## config.mk

```make
export PLATFORM = sky130hd
export DESIGN_NAME = secs_timer
export DESIGN_NICKNAME = d
export VERILOG_FILES = /design/src/rtl/secs_pkg.sv /design/src/rtl/secs_prescaler.sv /design/src/rtl/secs_ctrl.sv /design/src/rtl/secs_core.sv /design/src/rtl/secs_timer.sv
export SDC_FILE = /design/constraint.sdc
export NUM_CORES = 1
export LEC_CHECK = 0
export BUFFER_PORTS_ARGS = -buffer_cell sky130_fd_sc_hd__buf_2
export CORE_MARGIN = 5
export CORE_UTILIZATION = 40
export CTS_CLUSTER_DIAMETER = 50
export DETAILED_ROUTE_END_ITERATION = 8
export GPL_ROUTABILITY_DRIVEN = 0
export GPL_TIMING_DRIVEN = 0
export SYNTH_ARGS = -nofsm -noshare
export SYNTH_HDL_FRONTEND = slang
export SYNTH_SLANG_ARGS = --single-unit
```

## constraint.sdc

```tcl
create_clock -name clk -period 2.2 [get_ports clk]
set_input_delay 0.33 -clock clk [delete_from_list [all_inputs] [get_ports clk]]
set_output_delay 0.33 -clock clk [all_outputs]
set_load 0.01 [all_outputs]
```

## src/rtl/secs_pkg.sv

```systemverilog
package secs_pkg;
  typedef enum logic [2:0] {
    A_SEC  = 3'd0,
    A_ALM  = 3'd1,
    A_STAT = 3'd2,
    A_CTRL = 3'd3,
    A_IEN  = 3'd4
  } reg_addr_e;

  // status bit positions
  localparam int ST_TIF = 0;
  localparam int ST_TOF = 1;
  localparam int ST_TAF = 2;
  localparam int ST_TCE = 4;
  // control bit positions
  localparam int CT_SWR = 0;
  localparam int CT_OSC = 1;
  // interrupt enable positions
  localparam int IE_ALM = 0;
  localparam int IE_OVF = 1;
  localparam int N_IRQ  = 2;
endpackage

```

## src/rtl/secs_prescaler.sv

```systemverilog
module secs_prescaler #(
  parameter int PRE_W = 15
) (
  input  logic             clk,
  input  logic             rst_n,
  input  logic             clr,
  input  logic             run,
  input  logic             tick,
  output logic             sec_pulse,
  output logic [PRE_W-1:0] phase
);
  localparam logic [PRE_W-1:0] PH_TOP = '1;

  logic [PRE_W-1:0] ph_q;

  always_ff @(posedge clk or negedge rst_n) begin
    if (!rst_n)            ph_q <= '0;
    else if (clr || !run)  ph_q <= '0;
    else if (tick)         ph_q <= ph_q + 1'b1;
  end

  assign sec_pulse = run && tick && (ph_q == PH_TOP);
  assign phase     = ph_q;
endmodule

```

## src/rtl/secs_ctrl.sv

```systemverilog
module secs_ctrl (
  input  logic       clk,
  input  logic       rst_n,
  input  logic       wr_ctrl,
  input  logic       wr_stat,
  input  logic       wr_ien,
  input  logic       wd_swr,
  input  logic       wd_osc,
  input  logic       wd_tce,
  input  logic [1:0] wd_ie,
  output logic       swr,
  output logic       osc_en,
  output logic       tce,
  output logic [1:0] ien
);
  logic       swr_q, osc_q, tce_q;
  logic [1:0] ien_q;

  // control: only the pin reset touches it
  always_ff @(posedge clk or negedge rst_n) begin
    if (!rst_n) begin
      swr_q <= 1'b0;
      osc_q <= 1'b0;
    end else if (wr_ctrl) begin
      swr_q <= wd_swr;
      osc_q <= wd_osc;
    end
  end

  always_ff @(posedge clk or negedge rst_n) begin
    if (!rst_n) begin
      tce_q <= 1'b0;
      ien_q <= '0;
    end else if (swr_q) begin
      tce_q <= 1'b0;
      ien_q <= '0;
    end else begin
      if (wr_stat) tce_q <= wd_tce;
      if (wr_ien)  ien_q <= wd_ie;
    end
  end

  assign swr    = swr_q;
  assign osc_en = osc_q;
  assign tce    = tce_q;
  assign ien    = ien_q;
endmodule

```

## src/rtl/secs_core.sv

```systemverilog
module secs_core #(
  parameter int W = 32
) (
  input  logic         clk,
  input  logic         rst_n,
  input  logic         swr,
  input  logic         tce,
  input  logic         sec_pulse,
  input  logic         wr_sec,
  input  logic         wr_alm,
  input  logic [W-1:0] wdata,
  output logic [W-1:0] seconds,
  output logic [W-1:0] alarm,
  output logic         tif,
  output logic         tof,
  output logic         taf
);
  localparam logic [W-1:0] CNT_MAX = '1;

  logic [W-1:0] sec_q, alm_q, sec_nxt;
  logic         tif_q, tof_q, taf_q;
  logic         load_ok, wrap;

  assign load_ok = wr_sec && !tce;
  assign sec_nxt = sec_q + 1'b1;
  assign wrap    = sec_pulse && (sec_q == CNT_MAX);

  always_ff @(posedge clk or negedge rst_n) begin
    if (!rst_n) begin
      sec_q <= '0;
      tif_q <= 1'b1;
      tof_q <= 1'b0;
    end else if (swr) begin
      sec_q <= '0;
      tif_q <= 1'b1;
      tof_q <= 1'b0;
    end else if (load_ok) begin
      sec_q <= wdata;
      tif_q <= 1'b0;
      tof_q <= 1'b0;
    end else if (sec_pulse) begin
      sec_q <= sec_nxt;
      if (wrap) begin
        tif_q <= 1'b1;
        tof_q <= 1'b1;
      end
    end
  end

  always_ff @(posedge clk or negedge rst_n) begin
    if (!rst_n) begin
      alm_q <= '0;
      taf_q <= 1'b0;
    end else if (swr) begin
      alm_q <= '0;
      taf_q <= 1'b0;
    end else if (wr_alm) begin
      alm_q <= wdata;
      taf_q <= 1'b0;
    end else if (sec_pulse && (sec_nxt == alm_q)) begin
      taf_q <= 1'b1;
    end
  end

  assign seconds = sec_q;
  assign alarm   = alm_q;
  assign tif     = tif_q;
  assign tof     = tof_q;
  assign taf     = taf_q;
endmodule

```

## src/rtl/secs_timer.sv

```systemverilog
module secs_timer
  import secs_pkg::*;
#(
  parameter int W     = 32,
  parameter int PRE_W = 15
) (
  input  logic         clk,
  input  logic         rst_n,
  input  logic         osc_tick,
  input  logic         bus_wr,
  input  logic [2:0]   bus_addr,
  input  logic [W-1:0] bus_wdata,
  output logic [W-1:0] bus_rdata,
  output logic         irq
);
  reg_addr_e        addr_e;
  logic             wr_sec, wr_alm, wr_stat, wr_ctrl, wr_ien;
  logic             swr, osc_en, tce, run, sec_pulse;
  logic [1:0]       ien;
  logic [W-1:0]     seconds, alarm;
  logic             tif, tof, taf;
  logic [PRE_W-1:0] phase;
  logic [N_IRQ-1:0] src_flag, src_hit;

  assign addr_e  = reg_addr_e'(bus_addr);
  assign wr_sec  = bus_wr && (addr_e == A_SEC)  && !swr;
  assign wr_alm  = bus_wr && (addr_e == A_ALM)  && !swr;
  assign wr_stat = bus_wr && (addr_e == A_STAT);
  assign wr_ctrl = bus_wr && (addr_e == A_CTRL);
  assign wr_ien  = bus_wr && (addr_e == A_IEN);

  secs_ctrl u_ctrl (
    .clk    (clk),
    .rst_n  (rst_n),
    .wr_ctrl(wr_ctrl),
    .wr_stat(wr_stat),
    .wr_ien (wr_ien),
    .wd_swr (bus_wdata[CT_SWR]),
    .wd_osc (bus_wdata[CT_OSC]),
    .wd_tce (bus_wdata[ST_TCE]),
    .wd_ie  (bus_wdata[1:0]),
    .swr    (swr),
    .osc_en (osc_en),
    .tce    (tce),
    .ien    (ien)
  );

  assign run = osc_en && tce && !tif && !tof;

  secs_prescaler #(.PRE_W(PRE_W)) u_pre (
    .clk      (clk),
    .rst_n    (rst_n),
    .clr      (swr),
    .run      (run),
    .tick     (osc_tick),
    .sec_pulse(sec_pulse),
    .phase    (phase)
  );

  secs_core #(.W(W)) u_core (
    .clk      (clk),
    .rst_n    (rst_n),
    .swr      (swr),
    .tce      (tce),
    .sec_pulse(sec_pulse),
    .wr_sec   (wr_sec),
    .wr_alm   (wr_alm),
    .wdata    (bus_wdata),
    .seconds  (seconds),
    .alarm    (alarm),
    .tif      (tif),
    .tof      (tof),
    .taf      (taf)
  );

  always_comb begin
    bus_rdata = '0;
    unique case (addr_e)
      A_SEC:  bus_rdata = seconds;
      A_ALM:  bus_rdata = alarm;
      A_STAT: begin
        bus_rdata[ST_TIF] = tif;
        bus_rdata[ST_TOF] = tof;
        bus_rdata[ST_TAF] = taf;
        bus_rdata[ST_TCE] = tce;
      end
      A_CTRL: begin
        bus_rdata[CT_SWR] = swr;
        bus_rdata[CT_OSC] = osc_en;
      end
      A_IEN:  bus_rdata[1:0] = ien;
      default: bus_rdata = '0;
    endcase
  end

  assign src_flag[IE_ALM] = taf;
  assign src_flag[IE_OVF] = tof;

  for (genvar g = 0; g < N_IRQ; g++) begin : g_irq
    assign src_hit[g] = src_flag[g] & ien[g];
  end

  assign irq = |src_hit;
endmodule

```

Yosys cells after proc, flatten, opt, wreduce, memory -nomap -nowiden
Cells that the tools add are included.
- output and inout port bits: 33
- register bits after elaboration: 87
- bits of input ports: 39
- logic and storage cells: 76
- eq/ne operators: 7
- reductions and logical operators: 31
- mux-type cells: 24
- bitwise operators: 2
- $add $sub $neg: 2
- operators with widths (operator ; count):
    $mux W32 ; 5
    $pmux W27 S2 ; 1
    $add A32 B1 Y32 const B ; 1
    $eq A32 B32 Y1 ; 1
    $eq A32 B32 Y1 const B ; 1
    $mux W15 ; 2
    $add A15 B1 Y15 const B ; 1
    $eq A15 B15 Y1 const B ; 1
    $logic_and A1 B1 Y1 ; 15
    $mux W1 ; 10
    $pmux W2 S5 ; 1
    $reduce_bool A3 Y1 ; 3
    $reduce_bool A2 Y1 ; 4
    $eq A3 B2 Y1 const B ; 2
    $pmux W1 S3 ; 2
    $logic_not A1 Y1 ; 5
    $mux W2 ; 2
    $eq A3 B1 Y1 const B ; 1
    $eq A3 B3 Y1 const B ; 1
    $logic_not A3 Y1 ; 1
    $and A1 B1 Y1 ; 2
    $pmux W1 S2 ; 1
    $reduce_and A2 Y1 ; 1
    $reduce_or A2 Y1 ; 1
    $logic_or A1 B1 Y1 ; 1

Logic depth before layout (Yosys ltp)
- depth in word-level cells: 10
- depth in mapped cells: 10
- gate-level depth less buffers: 8

By module
A second synthesis with hierarchy kept.
- cell total of the unflattened synthesis: 687
- area total of the unflattened synthesis: 5919.4 um2
- modules (own cells, without submodules) (module ; sequential area each (um2) ; cells an instance ; area each (um2) ; times used):
    secs_core ; 1677.9 ; 525 ; 4367.9 ; 1
    secs_prescaler ; 375.4 ; 80 ; 809.5 ; 1
    secs_timer ; 0.0 ; 69 ; 553.0 ; 1
    secs_ctrl ; 125.1 ; 13 ; 188.9 ; 1

Least setup slack after synthesis
OpenSTA, ideal clock, no wires.
- path type: register to register
- start: register u_core.sec_q[0] (netlist: u_core.seconds[0])
- end: register u_core.taf_q (netlist: u_core.taf)
- stages on the path, launching flop included: 9
- path buffers: 0
- data required time: 2.134 ns
- setup time: 0.066 ns
- setup slack: 0.059 ns
- clock period less this slack: 2.141 ns
- arrival time: 2.074 ns
- cells stage by stage: dfrtp_1 -> ha_1 -> nand3_1 -> nor3_1 -> xnor2_1 -> nand4_1 -> or4_1 -> nor3_1 -> a22o_1
- word-level cells in the longest chain between the ends: 4
- RTL lines (item ; line ; source):
    start, declared ; secs_core.sv:20 ; logic [W-1:0] sec_q, alm_q, sec_nxt;
    start signal, assigned ; secs_core.sv:38 ; sec_q <= wdata;
    start signal, assigned ; secs_core.sv:42 ; sec_q <= sec_nxt;
    $add A32 B1 Y32 ; secs_core.sv:25 ; assign sec_nxt = sec_q + 1'b1;
    $eq A32 B32 Y1 ; secs_core.sv:60 ; end else if (sec_pulse && (sec_nxt == alm_q)) begin
    $logic_and A1 B1 Y1 ; secs_core.sv:60 ;
    $reduce_bool A3 Y1 (no line) ; -- ;
    end signal, assigned ; secs_core.sv:56 ; taf_q <= 1'b0;
    end signal, assigned ; secs_core.sv:59 ; taf_q <= 1'b0;
    end signal, assigned ; secs_core.sv:61 ; taf_q <= 1'b1;
    end, declared ; secs_core.sv:21 ; logic tif_q, tof_q, taf_q;
Every way passes these cells.
A chain may end at the register's enable or synchronous reset.

Final worst setup path
- start: register u_core.sec_q[9] (netlist: u_core.seconds[9])
- end: register u_core.taf_q (netlist: u_core.taf)
The elaborated chain is that of the path after synthesis.

==> out/metrics.yaml <==
status: "complete, but fails checks"
violations: "setup timing"
critPathKind: "flop to flop"
dp_slack_ns: -0.772
path_max_fanout: 9
arrival_ns: 2.53
clkPwrFrac_pct: 38.8
worstSkewPairLatency_ns: 0.35
initial_core_util_pct: 40.8
synth_fp_nets: 625
clock_skew_ns: 0.0107
syn_area_sq_mm: 0.00542
drt_iter0_markers: 405
cts_inserted_buffers: 9
max_freq_mhz: 447
syn_avg_cell_area_sq_um: 9.29
hpwlAfterDp_mm: 11.7
ant_nets: 0
synth.top_cell.area_share_pct: 39.7
synth_area_leader_cell: "dfrtp_1"
routedWlPerCell_um: 19.2
nets: 711
layout_commonest_cell: "dfrtp_1"
finalCritPeriodShare_pct: 102
drive_gt1_share_pct: 24.3
ys_seq_elements: 87
setup_viol: 1
cts_sinks: 87
h-tree-depth: 3
synth-edff-count: 0
p_seq_share_pct: 42.4
vias: 4888
fin_ws_ns: -0.0367
antenna_found_initial: 0
synth_area_leaders: "dfrtp_1 40%, a22o_1 10%, xnor2_1 8.2%"
finish.utilization_pct: 50.2
slew_headroom_pct: 58.9
crit_path_end_kind: "flop"
rsz0062_at_grt: "true"
switching_share_pct: 29.1
cap_violations: 0
ir_drop_v: 0.000433
hold_path_class: "primary input to flop"
grt_pass1_wl_mm: 26.3
cts_tree: "yes"
power_uw: 4260
ys_seq_area_share_pct: 40.2
clk_root_buffer_cell: "clkbuf_16"
p_leak_uw: 0.00284
diodes: 0
die_x_um: 126
cp_slowest_cell: "or4b_4"
required_ns: 2.49
clk_pin_slew_ns: 0.07
grt_usage_pct: 20.6
die_h_um: 126
grt_start_max_net_pins: 58
yosys_warnings: 0
drc: 0
share_comb_of_total_power_pct: 18.8
routed_via_density: 5.74
layout_common_cells: "74 x dfrtp_1, 70 x nor2_1, 67 x buf_2"
overflow: 0
power_switching_uw: 1240
path_cells: "buf_6 -> and4_4 -> nand4_4 -> or4b_4 -> a21oi_4 -> o32ai_2 -> a2111oi_4 -> a22o_1"
fp.dieArea_sq_mm: 0.0160
worstMarginPinSlew_ns: 0.617
grt_pass1_vias: 4978
ys_types: 47
syn_to_final_growth_pct: 23.0
synth-async-reset-ratio_pct: 100
start_kind: "flop"
core-area_sq_mm: 0.0133
io_buffer_count: 68
netlist_instances: 584
io_pins: 72
final.min_clock_period_ns: 2.24
p_int_uw: 3020
p_per_area_mw_per_mm2: 638
fillCellCount: 1235
tns_ns: -0.0367
drt_wl_total_mm: 16.3
synth_flop_cell: "dfrtp_1"
drtPass1Iterations: 5
fin_hold_ws_ns: 0.205
slowest_delay_ns: 0.52
finalHoldViolCount: 0
fp-row-count: 42
cts_buffer_depth: 2
drv_slew: 0
==> synthesized netlist by cell type (3+ instances only) <==
cell and instances:
nand2_1 37, xor2_1 45, nor3_1 11, a22o_1 62, nor2_1 74, nand4_1 28, nand3_1 20, inv_1 4
and3_1 8, nor4_1 7, or3_1 3, buf_1 4, clkbuf_1 36, xnor2_1 51, a311oi_1 3, a21oi_1 7
nand2b_1 4, a211oi_1 29, and2_1 6, o21ai_0 6, and4_1 5, dfrtp_1 86, mux2i_1 6, mux2_2 3
buf_2 12, nor3b_1 3
==> state kept, by name, indices dropped and copies added (netlist names) <==
register and cells:
u_core.alarm 32, u_core.seconds 32, u_pre.phase 15, u_ctrl.ien 2, u_core.taf 1, u_core.tif 1, u_core.tof 1, u_ctrl.osc_en 1
u_ctrl.swr 1, u_ctrl.tce 1
==> timing repair <==
item,in CTS,in global routing
endpoints found under the hold margin,30,0
resized for setup,52,37
hold buffers,1,0
setup buffers,8,4
pin swaps,6,7
gates cloned,0,0
endpoints found under the setup margin,61,32
==> cell families (layout without fill, tap and decap cells) <==
kind of cell               count (synthesis)  after routing  share of synthesized area (%)
xor gates and xnor gates                  96             96                           15.5
AOI/OAI and AO/OA                        115            115                           17.0
DFF                                       87             87                           40.2
buffers and inverters                     57            148                           4.29
adders and majority gates                  2              2                          0.461
and+or+nand+nor                          216            216                           20.0
muxes                                     11             11                           2.56
==> final timing paths <==
check	start	end	slack, ns	depth (start not counted)
worst max-delay path	u_core.seconds[9]$_DFFE_PN0P_	u_core.taf$_DFFE_PN0P_	-0.04	8
worst min-delay path	bus_wdata[2]	u_core.seconds[2]$_DFFE_PN0P_	0.20	3
worst max register to register	u_core.seconds[9]$_DFFE_PN0P_	u_core.taf$_DFFE_PN0P_	-0.04	8
worst min register to register	u_core.tif$_DFFE_PN1P_	u_core.tif$_DFFE_PN1P_	0.53	2
max in group asynchronous	rst_n	u_core.tif$_DFFE_PN1P_	1.06	3
min in group asynchronous	rst_n	u_core.alarm[22]$_DFFE_PN0N_	0.47	2
==> critical path: cells and delay by family (launching register included) <==
kind,cells,cell delay [ns]
AND/OR/NAND/NOR,3,0.93
AO/OA/AOI/OAI,4,0.75
flip-flops,1,0.35
buffers and inverters,1,0.14
==> through the flow <==
stage | instance area, sq um | cells
6_report | 6670 | 851
5_1_grt | 6670 | 851
4_1_cts | 6520 | 848
3_5_place_dp | 6010 | 829
3_3_place_gp | 5980 | 828
2_1_floorplan | 5420 | 584
==> cell type report <==
| class | instances | area, sq um | area share, % |
|---|---|---|---|
| multi-input combinational | 440 | 3190 | 47.8 |
| sequential | 87 | 2190 | 32.9 |
| timing repair buffer | 82 | 470 | 7.05 |
| buffer | 46 | 274 | 4.11 |
| clock buffer | 10 | 229 | 3.43 |
| tap | 176 | 220 | 3.30 |
| clock inverter | 6 | 85.1 | 1.27 |
| inverter | 4 | 15.0 | 0.225 |
==> power groups by stage <==
stage	Combinational [uW]	Sequential, uW	Clock (uW)
floorplan	505	1790	0
detailed placement	758	1810	0
global placement	747	1810	0
global route	878	1820	1750
CTS	767	1800	1680
finish	801	1810	1650
==> per-layer routing <==
metal	part of all wire [%]	global-route usage (%)	wire length, um	vias to the layer above
li1	-	-	-	2274
met1	44	26.3	7210	2426
met2	48	34.0	7840	145
met3	4.6	4.33	743	43
met4	3.2	8.71	518	0
met5	0	0	0	-
Power figures use the tool's default switching activity.
